`config.mk`:
```
export PLATFORM = sky130hd
export DESIGN_NAME = ret_stack
export DESIGN_NICKNAME = d
export VERILOG_FILES = /design/src/rtl/ret_stack_pkg.sv /design/src/rtl/ret_stack_ctrl.sv /design/src/rtl/ret_stack_ptr.sv /design/src/rtl/ret_stack_mem.sv /design/src/rtl/ret_stack.sv
export SDC_FILE = /design/constraint.sdc
export NUM_CORES = 1
export LEC_CHECK = 0
export ABC_CLOCK_PERIOD_IN_PS = 2500
export BUFFER_PORTS_ARGS = -buffer_cell sky130_fd_sc_hd__buf_2
export CORE_MARGIN = 3
export CORE_UTILIZATION = 60
export DETAILED_ROUTE_END_ITERATION = 10
export GPL_ROUTABILITY_DRIVEN = 0
export PLACE_DENSITY = 0.81
export SLEW_MARGIN = 20
export SYNTH_ARGS = -nofsm -noshare
export SYNTH_HDL_FRONTEND = slang
export SYNTH_SLANG_ARGS = --single-unit
```
`constraint.sdc`:
```
create_clock -name clk -period 2.5 [get_ports clk]
set_input_delay 0.375 -clock clk [delete_from_list [all_inputs] [get_ports clk]]
set_output_delay 0.375 -clock clk [all_outputs]
set_load 0.03 [all_outputs]
```
`src/rtl/ret_stack_pkg.sv`:
```
package ret_stack_pkg;

    localparam int STK_DEPTH = 8;
    localparam int STK_WIDTH = 13;

    typedef enum logic [1:0] {
        STK_IDLE = 2'd0,
        STK_PUSH = 2'd1,
        STK_POP  = 2'd2
    } stk_op_e;

    // Step a ring index one place in the direction the operation asks for.
    function automatic int ring_step(input int cur, input int depth, input stk_op_e op);
        int nxt;
        nxt = cur;
        if (op == STK_PUSH) begin
            nxt = (cur == depth - 1) ? 0 : cur + 1;
        end else if (op == STK_POP) begin
            nxt = (cur == 0) ? depth - 1 : cur - 1;
        end
        return nxt;
    endfunction

endpackage

```
`src/rtl/ret_stack_ctrl.sv`:
```
module ret_stack_ctrl
    import ret_stack_pkg::*;
(
    input  logic    clk,
    input  logic    rst,
    input  logic    push,
    input  logic    pop,
    output stk_op_e op
);

    always_comb begin
        if (push)      op = STK_PUSH;
        else if (pop)  op = STK_POP;
        else           op = STK_IDLE;
    end

    AST_NO_PUSH_POP: assert property (@(posedge clk) disable iff (rst)
        !(push && pop));

endmodule

```
`src/rtl/ret_stack_ptr.sv`:
```
module ret_stack_ptr
    import ret_stack_pkg::*;
#(
    parameter int DEPTH = STK_DEPTH,
    localparam int IDX_W = (DEPTH > 1) ? $clog2(DEPTH) : 1
) (
    input  logic             clk,
    input  logic             rst,
    input  stk_op_e          op,
    output logic [IDX_W-1:0] wr_idx,
    output logic [IDX_W-1:0] rd_idx
);

    logic [IDX_W-1:0] idx_q;

    always_ff @(posedge clk) begin
        if (rst) idx_q <= '0;
        else     idx_q <= IDX_W'(ring_step(int'(idx_q), DEPTH, op));
    end

    assign wr_idx = idx_q;
    assign rd_idx = IDX_W'(ring_step(int'(idx_q), DEPTH, STK_POP));

    AST_RESET_IDX: assert property (@(posedge clk)
        rst |=> idx_q == '0);
    AST_PUSH_ADVANCE: assert property (@(posedge clk) disable iff (rst)
        (op == STK_PUSH) |=> idx_q == (($past(idx_q) == IDX_W'(DEPTH - 1)) ? '0 : $past(idx_q) + 1'b1));
    AST_POP_RETREAT: assert property (@(posedge clk) disable iff (rst)
        (op == STK_POP) |=> idx_q == (($past(idx_q) == '0) ? IDX_W'(DEPTH - 1) : $past(idx_q) - 1'b1));
    AST_IDLE_HOLD: assert property (@(posedge clk) disable iff (rst)
        (op == STK_IDLE) |=> $stable(idx_q));

endmodule

```
`src/rtl/ret_stack_mem.sv`:
```
module ret_stack_mem
    import ret_stack_pkg::*;
#(
    parameter int DEPTH = STK_DEPTH,
    parameter int WIDTH = STK_WIDTH,
    localparam int IDX_W = (DEPTH > 1) ? $clog2(DEPTH) : 1
) (
    input  logic             clk,
    input  logic             rst,
    input  logic             wr_en,
    input  logic [IDX_W-1:0] wr_idx,
    input  logic [WIDTH-1:0] wr_data,
    input  logic [IDX_W-1:0] rd_idx,
    output logic [WIDTH-1:0] rd_data
);

    logic [WIDTH-1:0] slot [DEPTH];

    // One register per slot; none is reset, so contents survive rst.
    for (genvar g = 0; g < DEPTH; g++) begin : g_slot
        always_ff @(posedge clk) begin
            if (wr_en && (wr_idx == IDX_W'(g))) slot[g] <= wr_data;
        end
    end

    assign rd_data = slot[rd_idx];

    AST_WRITE_LANDS: assert property (@(posedge clk) disable iff (rst)
        wr_en |=> slot[$past(wr_idx)] == $past(wr_data));

endmodule

```
`src/rtl/ret_stack.sv`:
```
module ret_stack
    import ret_stack_pkg::*;
#(
    parameter int DEPTH = STK_DEPTH,
    parameter int WIDTH = STK_WIDTH,
    localparam int IDX_W = (DEPTH > 1) ? $clog2(DEPTH) : 1
) (
    input  logic             clk,
    input  logic             rst,
    input  logic             push,
    input  logic [WIDTH-1:0] push_addr,
    input  logic             pop,
    output logic [WIDTH-1:0] pop_addr
);

    stk_op_e          op;
    logic [IDX_W-1:0] wr_idx;
    logic [IDX_W-1:0] rd_idx;
    logic [WIDTH-1:0] rd_data;
    logic [WIDTH-1:0] out_q;

    ret_stack_ctrl u_ctrl (
        .clk  (clk),
        .rst  (rst),
        .push (push),
        .pop  (pop),
        .op   (op)
    );

    ret_stack_ptr #(.DEPTH(DEPTH)) u_ptr (
        .clk    (clk),
        .rst    (rst),
        .op     (op),
        .wr_idx (wr_idx),
        .rd_idx (rd_idx)
    );

    ret_stack_mem #(.DEPTH(DEPTH), .WIDTH(WIDTH)) u_mem (
        .clk     (clk),
        .rst     (rst),
        .wr_en   (op == STK_PUSH),
        .wr_idx  (wr_idx),
        .wr_data (push_addr),
        .rd_idx  (rd_idx),
        .rd_data (rd_data)
    );

    always_ff @(posedge clk) begin
        if (rst)                out_q <= '0;
        else if (op == STK_POP) out_q <= rd_data;
    end

    assign pop_addr = out_q;

    AST_RESET_OUT: assert property (@(posedge clk)
        rst |=> pop_addr == '0);
    AST_OUT_HOLD: assert property (@(posedge clk) disable iff (rst)
        !pop |=> $stable(pop_addr));
    AST_POP_TOP: assert property (@(posedge clk) disable iff (rst)
        pop |=> pop_addr == $past(rd_data));

endmodule

```
== Yosys cells after proc, flatten, opt, wreduce, memory -nomap -nowiden ==
Memory sizes are Yosys's and may differ from the RTL's. A register that Yosys moved wholly into a read port is not among the register bits.
Index checks and enable logic that the tools add are counted.

* Multiply operators: 0
* Shifts and indexed selects: 0
* Equality and inequality tests: 10
* Divide/modulo/power cells: 0
* Magnitude comparators: 0
* Bitwise gates (word level): 0
* $add $sub $neg: 2
* Reductions and logical operators: 18
* Muxes and demuxes: 43

{| class="wikitable"
|+ Operators with widths
! operator !! count
|-
| $mux W13 || 7
|-
| $reduce_or A13 Y1 || 7
|-
| $mux W3 || 11
|-
| $mux W1 || 23
|-
| $eq A3 B3 Y1 const B || 4
|-
| $logic_and A1 B1 Y1 || 8
|-
| $eq A3 B1 Y1 const B || 2
|-
| $eq A3 B2 Y1 const B || 2
|-
| $logic_not A3 Y1 || 2
|-
| $mux W2 || 2
|-
| $add A3 B1 Y3 const B || 1
|-
| $sub A3 B1 Y3 const B || 1
|-
| $eq A2 B1 Y1 const B || 1
|-
| $eq A2 B2 Y1 const B || 1
|-
| $reduce_bool A2 Y1 || 1
|}

* Memories: 1
* RAM bits: 104
* Bits of input ports: 17
* Latch bits: 0
* Flip-flop bits (word level): 3
* Output and inout port bits: 13
* Bits in read-only memories: 0

{| class="wikitable"
|+ Memories
! name !! depth !! width !! read ports !! clocked after memory_dff !! write ports !! RTL line !! RTL
|-
| u_mem.slot || 8 || 13 || 1 || 1 || 1 || ret_stack_mem.sv:17 || <nowiki>logic [WIDTH-1:0] slot [DEPTH];</nowiki>
|}

== Logic depth before layout (Yosys ltp) ==
Gate-level depths: netlist (run 1).

* Depth in word-level cells: 14
* Gate-level depth with buffers: 10
* Gate-level depth less buffers: 7

== Cells and area by module ==
Synthesis (run 1) repeated with hierarchy kept, for this count alone.

* Cell total of the unflattened synthesis: 251
* Area total of the unflattened synthesis: 4927.2 µm²

{| class="wikitable"
|+ By module, submodules not included
! module !! times used !! area each (µm²) !! cells each
|-
| ret_stack_mem || 1 || 4055.1 || 163
|-
| ret_stack || 1 || 603.1 || 59
|-
| ret_stack_ptr || 1 || 247.7 || 27
|-
| ret_stack_ctrl || 1 || 21.3 || 2
|}

== Least setup slack after synthesis (run 1) ==
Ideal clock, no wire load.

* Kind: reg-to-reg
* Start: register u_ptr.idx_q[0] (netlist: u_ptr.wr_idx[0])
* End: register out_q[3] (netlist: pop_addr[3]), read port of u_mem.slot
* Setup slack: 572 ps
* Stages on the path, launching flop included: 10
* Arrival time: 1806 ps
* Data required time: 2378 ps
* Clock period less this slack: 1928 ps
* Cell sequence: dfxtp_1 buf_4 inv_1 ha_1 nand2b_1 and2_4 buf_6 o221ai_1 o21ai_1 a221o_1

* Longest elaborated chain between the ends: 2

{| class="wikitable"
|+ RTL lines
! element !! RTL line !! RTL
|-
| start, declared || ret_stack_ptr.sv:14 || <nowiki>logic [IDX_W-1:0] idx_q;</nowiki>
|-
| start signal, assigned || ret_stack_ptr.sv:18 || <nowiki>else idx_q <= IDX_W'(ring_step(int'(idx_q), DEPTH, op));</nowiki>
|-
| $sub A3 B1 Y3 / $logic_not A3 Y1 (equally long branches) || ret_stack_pkg.sv:19 || <nowiki>nxt = (cur == 0) ? depth - 1 : cur - 1;</nowiki>
|-
| $mux W3 (*) || ret_stack_pkg.sv:19 ||
|-
| end, declared || ret_stack.sv:20 || <nowiki>logic [WIDTH-1:0] out_q;</nowiki>
|}

Every way passes the cells marked *; elsewhere a longest branch is shown, timed or not.
A chain may end at the register's enable or synchronous reset.

== Worst setup path in the final report (run 1) ==
* Start: register u_ptr.idx_q[1] (netlist: u_ptr.wr_idx[1])
* End: register out_q[3] (netlist: pop_addr[3]), read port of u_mem.slot

Same word-level chain as after synthesis.

==> results, run 1 <==
- The flow ran to the end, and the final reports show no timing, DRC or antenna violations.
- The setup TNS after final layout is 0 ns.
- The number of nets at the end of the flow is 405.
- Of all nets on the critical path, the largest fanout is 30.
- Summing every instance area after synthesis gives 4931 sq um.
- The post-placement setup slack is 0.5529 ns.
- Cells with a size suffix above 1 make up 21.07% of the layout.
- The power density normalized to cell area is 865.9 nW/um^2.
- The clock tree root buffer cell is clkbuf_8.
- The switching power share of the total is 25.83%.
- The kind of start point of the critical path is a register.
- The clock network fraction of total power is 42.1%.
- Once placement finished, the instance area stood at 5180 sq um.
- The maximum buffer depth of the clock tree is 2.
- The routed wire length per instance is 20.76 um.
- The fraction of the yosys area taken by sequential cells is 69.83%.
- The first-iteration detailed-routing DRC count is 298.
- The final critical path takes up 79.27% of the cycle.
- A synthesized cell averages 14.59 sq um.
- The number of iterations in the first detailed-routing pass is 5.
- Once detail routing completed, the nets flagged for antenna violations numbered 0.
- The pin count of the biggest net entering global routing is 41.
- The repair_antennas step left the layout with diodes totalling 0.
- Synthesis handed over a netlist of 338 instances.
- The H-tree was split into 4 levels.
- The region available for standard cell placement spans 7848 sq um.
- After detailed routing, the number of vias per cell comes to 6.242.
- In this run the tightest slew margin relative to its limit is 49.39%.
- Setup repair after global routing left no endpoint under its margin.
- The clock-pin transition on the worst setup and hold timing paths is 0.06 ns.
- The switching power of the nets is 1.275 mW.
- Sequential cells account for 46.6% of the total power.
- The reported leakage power is 2.089 nW.
- The post-synthesis net count is 362.
- Of all cell types, the one taking the most synthesized area is edfxtp_1.
- Once the clock tree was built, the setup fixing pass inserted 0 buffers.
- In this run, synthesis produced a sequential element count of 120.
- Across all register-to-register paths, the minimum setup slack is 0.52 ns.
- The data required time of the worst path is 2.90 ns.
- Global routing used 23.21% of the available tracks.
- The kind of path behind the tightest hold check is in2reg.
- The HPWL after detailed placement is 6109 um.
- The first global-routing pass estimated 16510 um of wire.
- The via count of the first global-routing pass is 3174.
- The category of the most critical setup path is reg2reg.
- The later pin in the worst-skew pair is clocked with a latency of 0.51 ns.
- In this run, CTS created clock tree buffers numbering 17.
- Yosys attributes the largest share of cell area to edfxtp_1 (63%), dfxtp_1 (6.5%), mux2i_1 (5.3%).
- The number of sinks driven by the clock tree is 120.
- The final max-slew violation count is 0.
- The maximum frequency from static timing analysis is 0.5046 GHz.
- Once the floorplan was initialized, standard cells occupied 62.83% of the core.
- IR analysis of the VDD net gives a maximum drop of 673.0 uV.
- Data arrives at the worst endpoint at 2.38 ns.
- The count of endpoints failing hold in the final timing report was 0.
- The total length of routed wires is 10300 um.
- Measured along the x axis, the die boundary spans 96.66 um.
- Setup violations remaining at the end of the flow were counted as 0.
- The count of instances resized after the clock tree is built is 0.
- The floorplan step set the die height to 96.66 um.
- The remaining routing DRC violations is 0.
- Across the routed clock network, the largest skew measured is 0.007151 ns.
- The overflow left after global routing is 0.
- The type of destination of the critical path is a register.
- Combinational logic burns 11.3% of the power.
- The cell area after layout is 5699 sq um.
- The die covers 9342 sq um.
- After clock tree synthesis, the flow added hold-fix buffers numbering 0.
- The Yosys warning count is 0.
- The number of rows in the core area is 32.
- Buffers placed on the I/O ports in this run total 29.
- The number of primary I/O pins is 30.
- The count of vias placed by the detailed router is 3096.
- Relative to the synthesized area, the layout overhead comes to 15.58%.
- The initial antenna violation count was 0.
- The transition time at the pin with the least slew margin is 0.7592 ns.
- Internal power comes to 3.661 mW.
- The max-cap violation count is 0.
- The number of distinct library cell variants in the gate-level netlist after synthesis is 34.
- TritonCTS built the clock tree.
- After layout, the worst setup slack is 0.5183 ns.
- The top cell type by area accounts for 63.33% of the synthesized area.
- The routed design could run at a clock period as short as 1.982 ns.
[layout make-up]
type / instances / area [sq um]
Fill cell: 517 / 2148
Multi-Input combinational cell: 188 / 1305
Clock inverter: 14 / 101.3
Tap cell: 102 / 127.6
Timing Repair Buffer: 46 / 272.8
Inverter: 8 / 30.03
Sequential cell: 120 / 3445
Clock buffer: 18 / 417.9
[cell usage after synthesis]
master,count
and2_4,1
and4bb_2,1
clkbuf_1,6
o211ai_1,20
o21ai_0,1
a221o_1,3
dfxtp_1,16
ha_1,7
buf_4,4
and2_1,1
o22a_1,20
inv_1,8
mux2i_1,26
nand3_1,12
buf_6,6
nor2_1,30
o211a_1,3
o221ai_1,3
a31oi_1,4
nand2b_1,2
nand2_1,11
o21ai_1,3
a21oi_4,1
and3_1,6
nor3_1,2
a21oi_1,26
clkbuf_4,1
edfxtp_1,104
a21oi_2,1
a211oi_1,1
nor4_1,1
buf_2,5
nand2_2,1
nor4b_4,1
[power by group through the flow]
stage	sequential [mW]	clock, mW	combinational (mW)
2_1_floorplan	2.38	0	0.355
3_3_place_gp	2.34	0	0.526
3_5_place_dp	2.34	0	0.544
4_1_cts	2.30	2.11	0.553
5_1_grt	2.30	2.21	0.605
6_report	2.30	2.08	0.557
[worst paths after layout]
check / from / to / depth (start not counted)
max: u_ptr.wr_idx[1]$_SDFFE_PP0P_ / pop_addr[3]$_SDFFE_PP0N_ / 7
min: rst / u_ptr.wr_idx[2]$_SDFFE_PP0P_ / 2
max reg2reg: u_ptr.wr_idx[1]$_SDFFE_PP0P_ / pop_addr[3]$_SDFFE_PP0N_ / 7
min reg2reg: pop_addr[10]$_SDFFE_PP0N_ / pop_addr[10]$_SDFFE_PP0N_ / 2
[critical path, cell delays in order, from the launching register on]
cell      delay, ns
dfxtp_1        0.37
inv_1          0.09
ha_1           0.28
nand2b_1       0.18
and2_4         0.40
a21oi_1        0.13
o211a_1        0.15
a221o_1        0.25
[cell families (layout without fill, tap and decap cells)]
family / after synthesis / count (layout) / share of synthesized area (%)
AO/OA/AOI/OAI: 86 / 86 / 12.56
adder cells (fa/ha/maj): 7 / 7 / 1.776
buffers and inverters: 30 / 86 / 3.705
flip-flops: 120 / 120 / 69.83
multiplexers: 26 / 26 / 5.278
AND/OR/NAND/NOR: 69 / 69 / 6.851
[through the flow]
step | util (%) | hold slack [ns] | power, mW | instances
final | 72.62 | 0.1288 | 4.935 | 496
after global routing | 72.62 | 0.1215 | 5.121 | 496
after CTS | 72.62 | 0.1011 | 4.961 | 496
after detailed placement | 66.01 | 0.4416 | 2.883 | 464
after global placement | 66.01 | 0.4351 | 2.861 | 464
after floorplan | - | 0.4441 | 2.734 | 338
[cell usage in the layout, fill, tap and decap left out, drive strengths merged]
cell type	synthesis	final
nor4	1	1
a221o	3	3
nand3	12	12
nand2b	2	2
edfxtp	104	104
buf	15	46
dfxtp	16	16
a21oi	28	28
mux2i	26	26
and4bb	1	1
o221ai	3	3
and2	2	2
clkinvlp	0	4
o211ai	20	20
a31oi	4	4
o22a	20	20
clkbuf	7	18
inv	8	11
o21ai	4	4
a211oi	1	1
nor2	30	30
o211a	3	3
clkinv	0	7
and3	6	6
nor3	2	2
ha	7	7
nor4b	1	1
nand2	12	12
[registers in the layout (all words and copies together), names as in the netlist]
name,count
pop_addr,13
u_mem.slot,104
u_ptr.wr_idx,3
[routing by layer]
metal | track usage (%) | up-vias | routed length (um)
li1 | - | 1398 | -
met1 | 28.51 | 1483 | 3999
met2 | 36.89 | 182 | 5208
met3 | 7.066 | 33 | 836
met4 | 12.63 | 0 | 250
met5 | 0 | - | 0
No activity file was read; power rests on OpenSTA's default activity.
==> run 2, diff against run 1 <==
--- a/config.mk
+++ b/config.mk
@@ -5,13 +5,13 @@
 export SDC_FILE = /design/constraint.sdc
 export NUM_CORES = 1
 export LEC_CHECK = 0
-export ABC_CLOCK_PERIOD_IN_PS = 2500
+export ABC_CLOCK_PERIOD_IN_PS = 1600
 export BUFFER_PORTS_ARGS = -buffer_cell sky130_fd_sc_hd__buf_2
 export CORE_MARGIN = 3
-export CORE_UTILIZATION = 60
+export CORE_UTILIZATION = 54
 export DETAILED_ROUTE_END_ITERATION = 10
 export GPL_ROUTABILITY_DRIVEN = 0
-export PLACE_DENSITY = 0.81
+export PLACE_DENSITY = 0.77
 export SLEW_MARGIN = 20
 export SYNTH_ARGS = -nofsm -noshare
 export SYNTH_HDL_FRONTEND = slang
==> constraint.sdc (replaced) <==
create_clock -name clk -period 1.6 [get_ports clk]
set_input_delay 0.24 -clock clk [delete_from_list [all_inputs] [get_ports clk]]
set_output_delay 0.24 -clock clk [all_outputs]
set_load 0.03 [all_outputs]
==> run 2 against run 1 <==
Effect of this change: the run now ends with negative setup slack left; global-route usage hardly changed; die area is 10% higher; clock power is 64% higher; routed wire length is 11% higher; clock skew is 0.0022 ns lower; sequential power is 56% higher; utilization is 0.20 points lower; maximum frequency is 12% higher; combinational power is 120% higher; worst hold slack worse by 0.10 ns; power is 67% higher; critical path type unchanged; largest cell class unchanged; largest power group unchanged; highest routed layer unchanged.
==> results, run 2 (synthesis gave the netlist of run 1 again) <==
- The x dimension of the die is 101.6 um (+5.1%).
- The maximum fanout along the worst path came to 6 (-80%).
- STA classifies the critical path startpoint as a register.
- The half-perimeter wire length of the detailed placement result is 6627 um (+8.5%).
- The count of endpoints failing hold in the final timing report was 0 (unchanged).
- The die extent in y is 101.6 um (+5.1%).
- The max-cap violation count is 0 (unchanged).
- Setup repair after global routing could not meet its margin everywhere.
- The cell depth of the worst setup path is 8 (+1).
- The number of sinks driven by the clock tree is 120 (unchanged).
- The remaining routing DRC violations is 0 (unchanged).
- The total power is 8.240 mW (+67%).
- The initial cell density of the core was 56.00% (-6.8 points).
- Leaving out fill and tap cells, the most frequent cell in the layout is edfxtp_1.
- The routed wire length per instance is 21.11 um (+1.7%).
- The worst register-to-register path ends at pop_addr[5]$_SDFFE_PP0N_.
- The smallest hold slack came to 0.02424 ns (-0.1046 ns).
- The number of iterations in the first detailed-routing pass is 5 (unchanged).
- The remaining antenna violation count after routing is 0 (unchanged).
- The final max-slew violation count came to 0 (unchanged).
- The latest clock arrival within the worst-skew pair was 0.51 ns (about the same).
- The reported leakage power is 2.367 nW (+13%).
- The pin count of the biggest net entering global routing was 26 (-37%).
- Among all stages on the critical path, the largest delay is contributed by dfxtp_1.
- The worst hold path cell count was 2 (unchanged).
- The number of inserted diodes came to 0 (unchanged).
- In the layout the commonest cells are edfxtp_1 (104), buf_4 (30), nor2_1 (29), buf_2 (29), mux2i_1 (26).
- The overflow left after global routing came to 0 (unchanged).
- The area of the die was 10310 sq um (+10%).
- The initial antenna violation count is 0 (unchanged).
- The standard cell area after detailed placement came to 5539 sq um (+6.9%).
- The final design utilization is 72.42% (-0.20 points).
- The capture endpoint of the worst hold path is u_ptr.wr_idx[2]$_SDFFE_PP0P_.
- The layout cell share with drive strength beyond 1 is 31.26% (+10 points).
- The power density normalized to cell area was 1292 nW/um^2 (+49%).
- The total length of routed wires is 11460 um (+11%).
- The reg2reg setup slack is -0.17 ns (-0.69 ns).
- The maximum frequency from static timing analysis is 0.5634 GHz (+12%).
- The critical register-to-register path startpoint is u_ptr.wr_idx[1]$_SDFFE_PP0P_.
- The startpoint of the worst hold path is rst.
- The critical path goes through inv_2, ha_4, nand2b_4, buf_4, and2_2, o221ai_1, o21ai_1, a221o_1.
- The number of buffer and inverter stages on the critical path is 2 (+1).
- The run finished, with violations left.
- u_mem.slot holds more flip-flops than any other register.
- The family with the most delay on the worst path is compound AO/OA/AOI/OAI gates.
- The CTS tree is built.
- The maximum buffer depth of the clock tree is 2 (unchanged).
- The number of rows in the core area was 34 (+6.3%).
- The critical path in this run is classified as reg2reg.
- The core area was 8806 sq um (+12%).
- The clock-pin transition on the worst setup and hold timing paths is 0.06 ns (about the same).
- The final critical delay including setup and external delays was 1.775 ns (-0.2068 ns).
- The number of cells on the worst reg-to-reg path came to 8 (+1).
- The number of flip-flops under the largest register name came to 104 (unchanged).
- The number of cells in the finished layout apart from fillers came to 543 (+9.5%).
- The number of nets at the end of the flow is 446 (+10%).
- The fraction of the cycle the final worst path needs is 110.9% (+32 points).
- The count of endpoints failing setup in the final report is 14 (+14).
- The number of buffers created by CTS is 17 (unchanged).
- The overall fraction of global-route tracks in use was 23.20% (about the same).
- The via count of the first global-routing pass is 3211 (+1.2%).
- The transition time at the pin with the least slew margin is 0.3872 ns (-0.3720 ns).
- The maximum clock skew at final layout is 0.004951 ns (-0.002199 ns).
- The number of primary I/O pins is 30 (unchanged).
- The signal arrival time at the worst endpoint came to 2.16 ns (-0.22 ns).
- The area growth from synthesis to layout is 29.33%.
- The final worst slack came to -0.1749 ns (-0.6932 ns).
- The cell area after layout was 6377 sq um (+12%).
- The first-pass GRT wire length came to 17510 um (+6.0%).
- STA classifies the critical path endpoint as a register.
- The checks that failed: negative setup slack.
- The post-placement setup slack is -0.1324 ns (-0.6853 ns).
- The kind of path behind the tightest hold check is in2reg.
- The count of vias placed by the detailed router is 3252 (+5.0%).
- The data required time of the worst path came to 1.99 ns (-0.91 ns).
- The setup TNS after final layout is -1.508 ns (-1.508 ns).
- The cell total after placement is 494 (+6.5%).
- The H-tree level count is 4 (unchanged).
- The clock tree root buffer cell is clkbuf_8.
- The max-slew headroom at the worst pin is 73.99% (+25 points).
- The mean number of vias per cell was 5.989 (-4.1%).
- The largest stage delay on the critical path is 0.34 ns (-0.06 ns).
- The number of port buffers was 29 (unchanged).
- The first-iteration detailed-routing DRC count is 215 (-28%).
- The worst vdd rail ir drop is 1234 uV (+83%).
-- run 2: metal layers --
layer / GRT usage [%] / wire, um
met1: 30.07 / 4815
met2: 37.83 / 5756
met3: 5.854 / 656
met4: 8.998 / 235
met5: 0 / 0
-- run 2: how the worst max path moves through the flow --
stage | start | endpoint | slack [ns]
2_1_floorplan | u_ptr.wr_idx[0]$_SDFFE_PP0P_ | pop_addr[5]$_SDFFE_PP0N_ | -0.26
3_3_place_gp | u_ptr.wr_idx[1]$_SDFFE_PP0P_ | pop_addr[0]$_SDFFE_PP0N_ | -0.11
3_5_place_dp | u_ptr.wr_idx[1]$_SDFFE_PP0P_ | pop_addr[11]$_SDFFE_PP0N_ | -0.13
4_1_cts | u_ptr.wr_idx[0]$_SDFFE_PP0P_ | pop_addr[5]$_SDFFE_PP0N_ | -0.13
5_1_grt | u_ptr.wr_idx[0]$_SDFFE_PP0P_ | pop_addr[5]$_SDFFE_PP0N_ | -0.23
6_report | u_ptr.wr_idx[1]$_SDFFE_PP0P_ | pop_addr[5]$_SDFFE_PP0N_ | -0.17
-- run 2: cell type report --
class / count / area, sq um
Clock inverter: 11 / 100.1
Multi-Input combinational cell: 189 / 1456
Fill cell: 511 / 2429
Sequential cell: 120 / 3445
Timing Repair Buffer: 86 / 768.2
Tap cell: 108 / 135.1
Inverter: 8 / 33.78
Clock buffer: 21 / 439.2
-- run 2: worst register-to-register path, delay by kind of cell, from the launching register on --
kind                     cells  cell delay [ns]
adder cells (fa/ha/maj)      1             0.22
buffers and inverters        2             0.28
flip-flops                   1             0.34
AND/OR/NAND/NOR              2             0.31
AO/OA/AOI/OAI                3             0.50
-- run 2: what timing repair did --
action	CTS	global route
hold buffers	9	0
hold endpoints to repair	72	0
endpoints found under the setup margin	15	37
gates resized for setup	17	7
gates cloned	2	2
buffers inserted	2	3
pin swaps	7	7
-- run 2: power by group --
| part | total (mW) | switching [mW] | internal (mW) | leakage (nW) |
|---|---|---|---|---|
| registers | 3.59 | 0.0548 | 3.54 | 1.08 |
| logic | 1.24 | 0.710 | 0.527 | 1.04 |
| clock network | 3.41 | 1.32 | 2.09 | 0.254 |
==> run 3, diff against run 2 <==
--- a/config.mk
+++ b/config.mk
@@ -5,13 +5,13 @@
 export SDC_FILE = /design/constraint.sdc
 export NUM_CORES = 1
 export LEC_CHECK = 0
-export ABC_CLOCK_PERIOD_IN_PS = 1600
+export ABC_CLOCK_PERIOD_IN_PS = 2300
 export BUFFER_PORTS_ARGS = -buffer_cell sky130_fd_sc_hd__buf_2
 export CORE_MARGIN = 3
-export CORE_UTILIZATION = 54
+export CORE_UTILIZATION = 64
 export DETAILED_ROUTE_END_ITERATION = 10
 export GPL_ROUTABILITY_DRIVEN = 0
-export PLACE_DENSITY = 0.77
+export PLACE_DENSITY = 0.85
 export SLEW_MARGIN = 20
 export SYNTH_ARGS = -nofsm -noshare
 export SYNTH_HDL_FRONTEND = slang
==> constraint.sdc (replaced) <==
create_clock -name clk -period 2.3 [get_ports clk]
set_input_delay 0.345 -clock clk [delete_from_list [all_inputs] [get_ports clk]]
set_output_delay 0.345 -clock clk [all_outputs]
set_load 0.03 [all_outputs]
==> run 3 against run 2 <==
Effect of this change: the flow now finishes without violations; global-route usage up 1.6 points; via count down 6.2%; combinational power decreased by 52%; sequential cell count unchanged; clock skew increased by 0.00081 ns; setup slack better by 0.37 ns; sequential share of layout area grew 5.9 points; register-to-register slack gained 0.37 ns; non-clock buffer count shrank 41; die area decreased by 15%; power shrank 32%; clock-buffer cell count decreased by 2; critical path type unchanged; highest routed layer unchanged.
==> results, run 3 (synthesis gave the netlist of run 1 again) <==
- The number of inserted diodes came to 0 (unchanged).
- The flow ran to the end, and the final reports show no timing, DRC or antenna violations.
- The maximum frequency from static timing analysis was 0.4756 GHz (-16%).
- The overall fraction of global-route tracks in use is 24.83% (+1.6 points).
- The number of nets at the end of the flow was 404 (-9.4%).
- STA classifies the critical path startpoint as a register.
- The final critical delay including setup and external delays is 2.103 ns (+0.3279 ns).
- The number of buffers created by CTS is 17 (unchanged).
- The number of port buffers is 29 (unchanged).
- The reported leakage power was 2.116 nW (-11%).
- The setup TNS after final layout is 0 ns (+1.508 ns).
- The signal arrival time at the worst endpoint was 2.49 ns (+0.33 ns).
- The overflow left after global routing is 0 (unchanged).
- The half-perimeter wire length of the detailed placement result came to 5827 um (-12%).
- The total length of routed wires is 10060 um (-12%).
- The busiest layer in global routing is met2.
- The initial antenna violation count is 0 (unchanged).
- The fraction of the cycle the final worst path needs is 91.42% (-20 points).
- The count of instances resized after the clock tree is built is 0 (-17).
- The most common library cell in the layout ignoring fill and taps is edfxtp_1.
- The number of cells in the finished layout apart from fillers is 492 (-9.4%).
- The data required time of the worst path is 2.68 ns (+0.69 ns).
- The clock-pin transition on the worst setup and hold timing paths is 0.06 ns (about the same).
- The count of endpoints failing setup in the final report is 0 (-14).
- The cell total after placement is 460 (-6.9%).
- Setup repair after global routing left no endpoint under its margin.
- The max-cap violation count is 0 (unchanged).
- The min-delay analysis places its worst path in the category in2reg.
- The worst vdd rail ir drop was 965.4 uV (-22%).
- The maximum buffer depth of the clock tree is 2 (unchanged).
- The number of primary I/O pins is 30 (unchanged).
- The mean number of vias per cell is 6.201 (+3.5%).
- In the layout the commonest cells are edfxtp_1 (104), nor2_1 (30), buf_2 (29).
- The die extent in y came to 93.78 um (-7.7%).
- The pin count of the biggest net entering global routing is 36 (+38%).
- The number of iterations in the first detailed-routing pass came to 5 (unchanged).
- The core area is 7370 sq um (-16%).
- The latest clock arrival within the worst-skew pair is 0.51 ns (about the same).
- The transition time at the pin with the least slew margin is 0.7725 ns (+0.3853 ns).
- The first-iteration detailed-routing DRC count came to 291 (+35%).
- The register with the most flip-flops in the final layout is u_mem.slot.
- The maximum clock skew at final layout was 0.005757 ns (+0.0008058 ns).
- The met1 track demand over resource in global routing was 30.21% (+0.14 points).
- The remaining routing DRC violations came to 0 (unchanged).
- Compared with the post-synthesis result, the final layout area differs by 16.52%.
- The max-slew headroom at the worst pin is 48.50% (-25 points).
- The routing usage on met3 is 7.372% (+1.5 points).
- The slowest library cell on the worst path is dfxtp_1.
- The routed wire length per instance was 20.45 um (-3.2%).
- The category of the most critical setup path is reg2reg.
- The remaining antenna violation count after routing is 0 (unchanged).
- The area of the die is 8794 sq um (-15%).
- The H-tree level count came to 4 (unchanged).
- The maximum fanout along the worst path is 20 (+14).
- The number of flip-flops under the largest register name is 104 (unchanged).
- The critical path goes through inv_1, ha_1, nand2b_1, buf_4, nand2_2, o22a_1, o211ai_1, nand3_1.
- The initial cell density of the core was 66.91% (+11 points).
- The CTS tree is built.
- The power density normalized to cell area came to 982.1 nW/um^2 (-24%).
- The count of endpoints failing hold in the final timing report is 0 (unchanged).
- CTS placed an instance of clkbuf_8 at the clock tree root.
- The cell area after layout is 5746 sq um (-9.9%).
- The layout cell share with drive strength beyond 1 is 20.87% (-10 points).
- The number of rows in the core area is 31 (-8.8%).
- The count of vias placed by the detailed router came to 3051 (-6.2%).
- The standard cell area after detailed placement is 5169 sq um (-6.7%).
- The x dimension of the die is 93.78 um (-7.7%).
- The number of setup buffers added after CTS is 0 (-2).
- The number of buffers added to fix hold violations after cts was 0 (-9).
- The first-pass GRT wire length came to 15850 um (-9.5%).
- The number of sinks driven by the clock tree came to 120 (unchanged).
- The met2 routing resource usage after global routing is 39.38% (+1.6 points).
- The type of destination of the critical path is a register.
- The final max-slew violation count came to 0 (unchanged).
- The largest stage delay on the critical path is 0.38 ns (+0.04 ns).
- The via count of the first global-routing pass is 3185 (-0.81%).
run 3: power breakdown:
group	internal [mW]	total [mW]	switching (mW)	leakage, nW
logic	0.193	0.597	0.404	0.762
registers	2.46	2.50	0.0355	1.08
clock network	1.64	2.55	0.909	0.277
run 3: cell type report:
| type | count | area [sq um] |
|---|---|---|
| clock buffers | 19 | 421.7 |
| clock inverters | 13 | 155.1 |
| fillers | 416 | 1624 |
| inverters | 8 | 30.03 |
| multi-input cells | 188 | 1305 |
| flip-flops and latches | 120 | 3445 |
| well taps | 99 | 123.9 |
| repair buffers | 45 | 265.3 |
run 3: worst paths after layout:
check                          startpoint                           end  slack, ns  depth (start not counted)
max          u_ptr.wr_idx[1]$_SDFFE_PP0P_      pop_addr[9]$_SDFFE_PP0N_       0.20                          8
max reg2reg  u_ptr.wr_idx[1]$_SDFFE_PP0P_      pop_addr[9]$_SDFFE_PP0N_       0.20                          8
min                                   rst  u_ptr.wr_idx[2]$_SDFFE_PP0P_        0.1                          2
min reg2reg      pop_addr[1]$_SDFFE_PP0N_      pop_addr[1]$_SDFFE_PP0N_       0.45                          2
run 3: per-stage QoR:
stage	utilization, %	hold WS [ns]	total power, mW	setup WS (ns)
after floorplan	-	0.4141	2.971	0.3716
after global placement	70.14	0.4342	3.105	0.3860
after detailed placement	70.14	0.4394	3.128	0.2664
after CTS	77.96	0.08468	5.660	0.2097
after global routing	77.96	0.08851	5.822	0.09221
final	77.96	0.09967	5.643	0.1973
run 3: layer usage:
| layer | vias to the layer above | routed length, um |
|---|---|---|
| met5 | - | 0 |
| met4 | 0 | 403 |
| met3 | 40 | 928 |
| met2 | 161 | 4909 |
| met1 | 1455 | 3816 |
| li1 | 1395 | - |
run 3: critical path: cells and delay by family (launching register included):
family	cells	cell delay (ns)
adders and majority gates	1	0.27
and+or+nand+nor	3	0.53
DFF	1	0.38
buffers and inverters	2	0.29
AOI/OAI and AO/OA	2	0.49
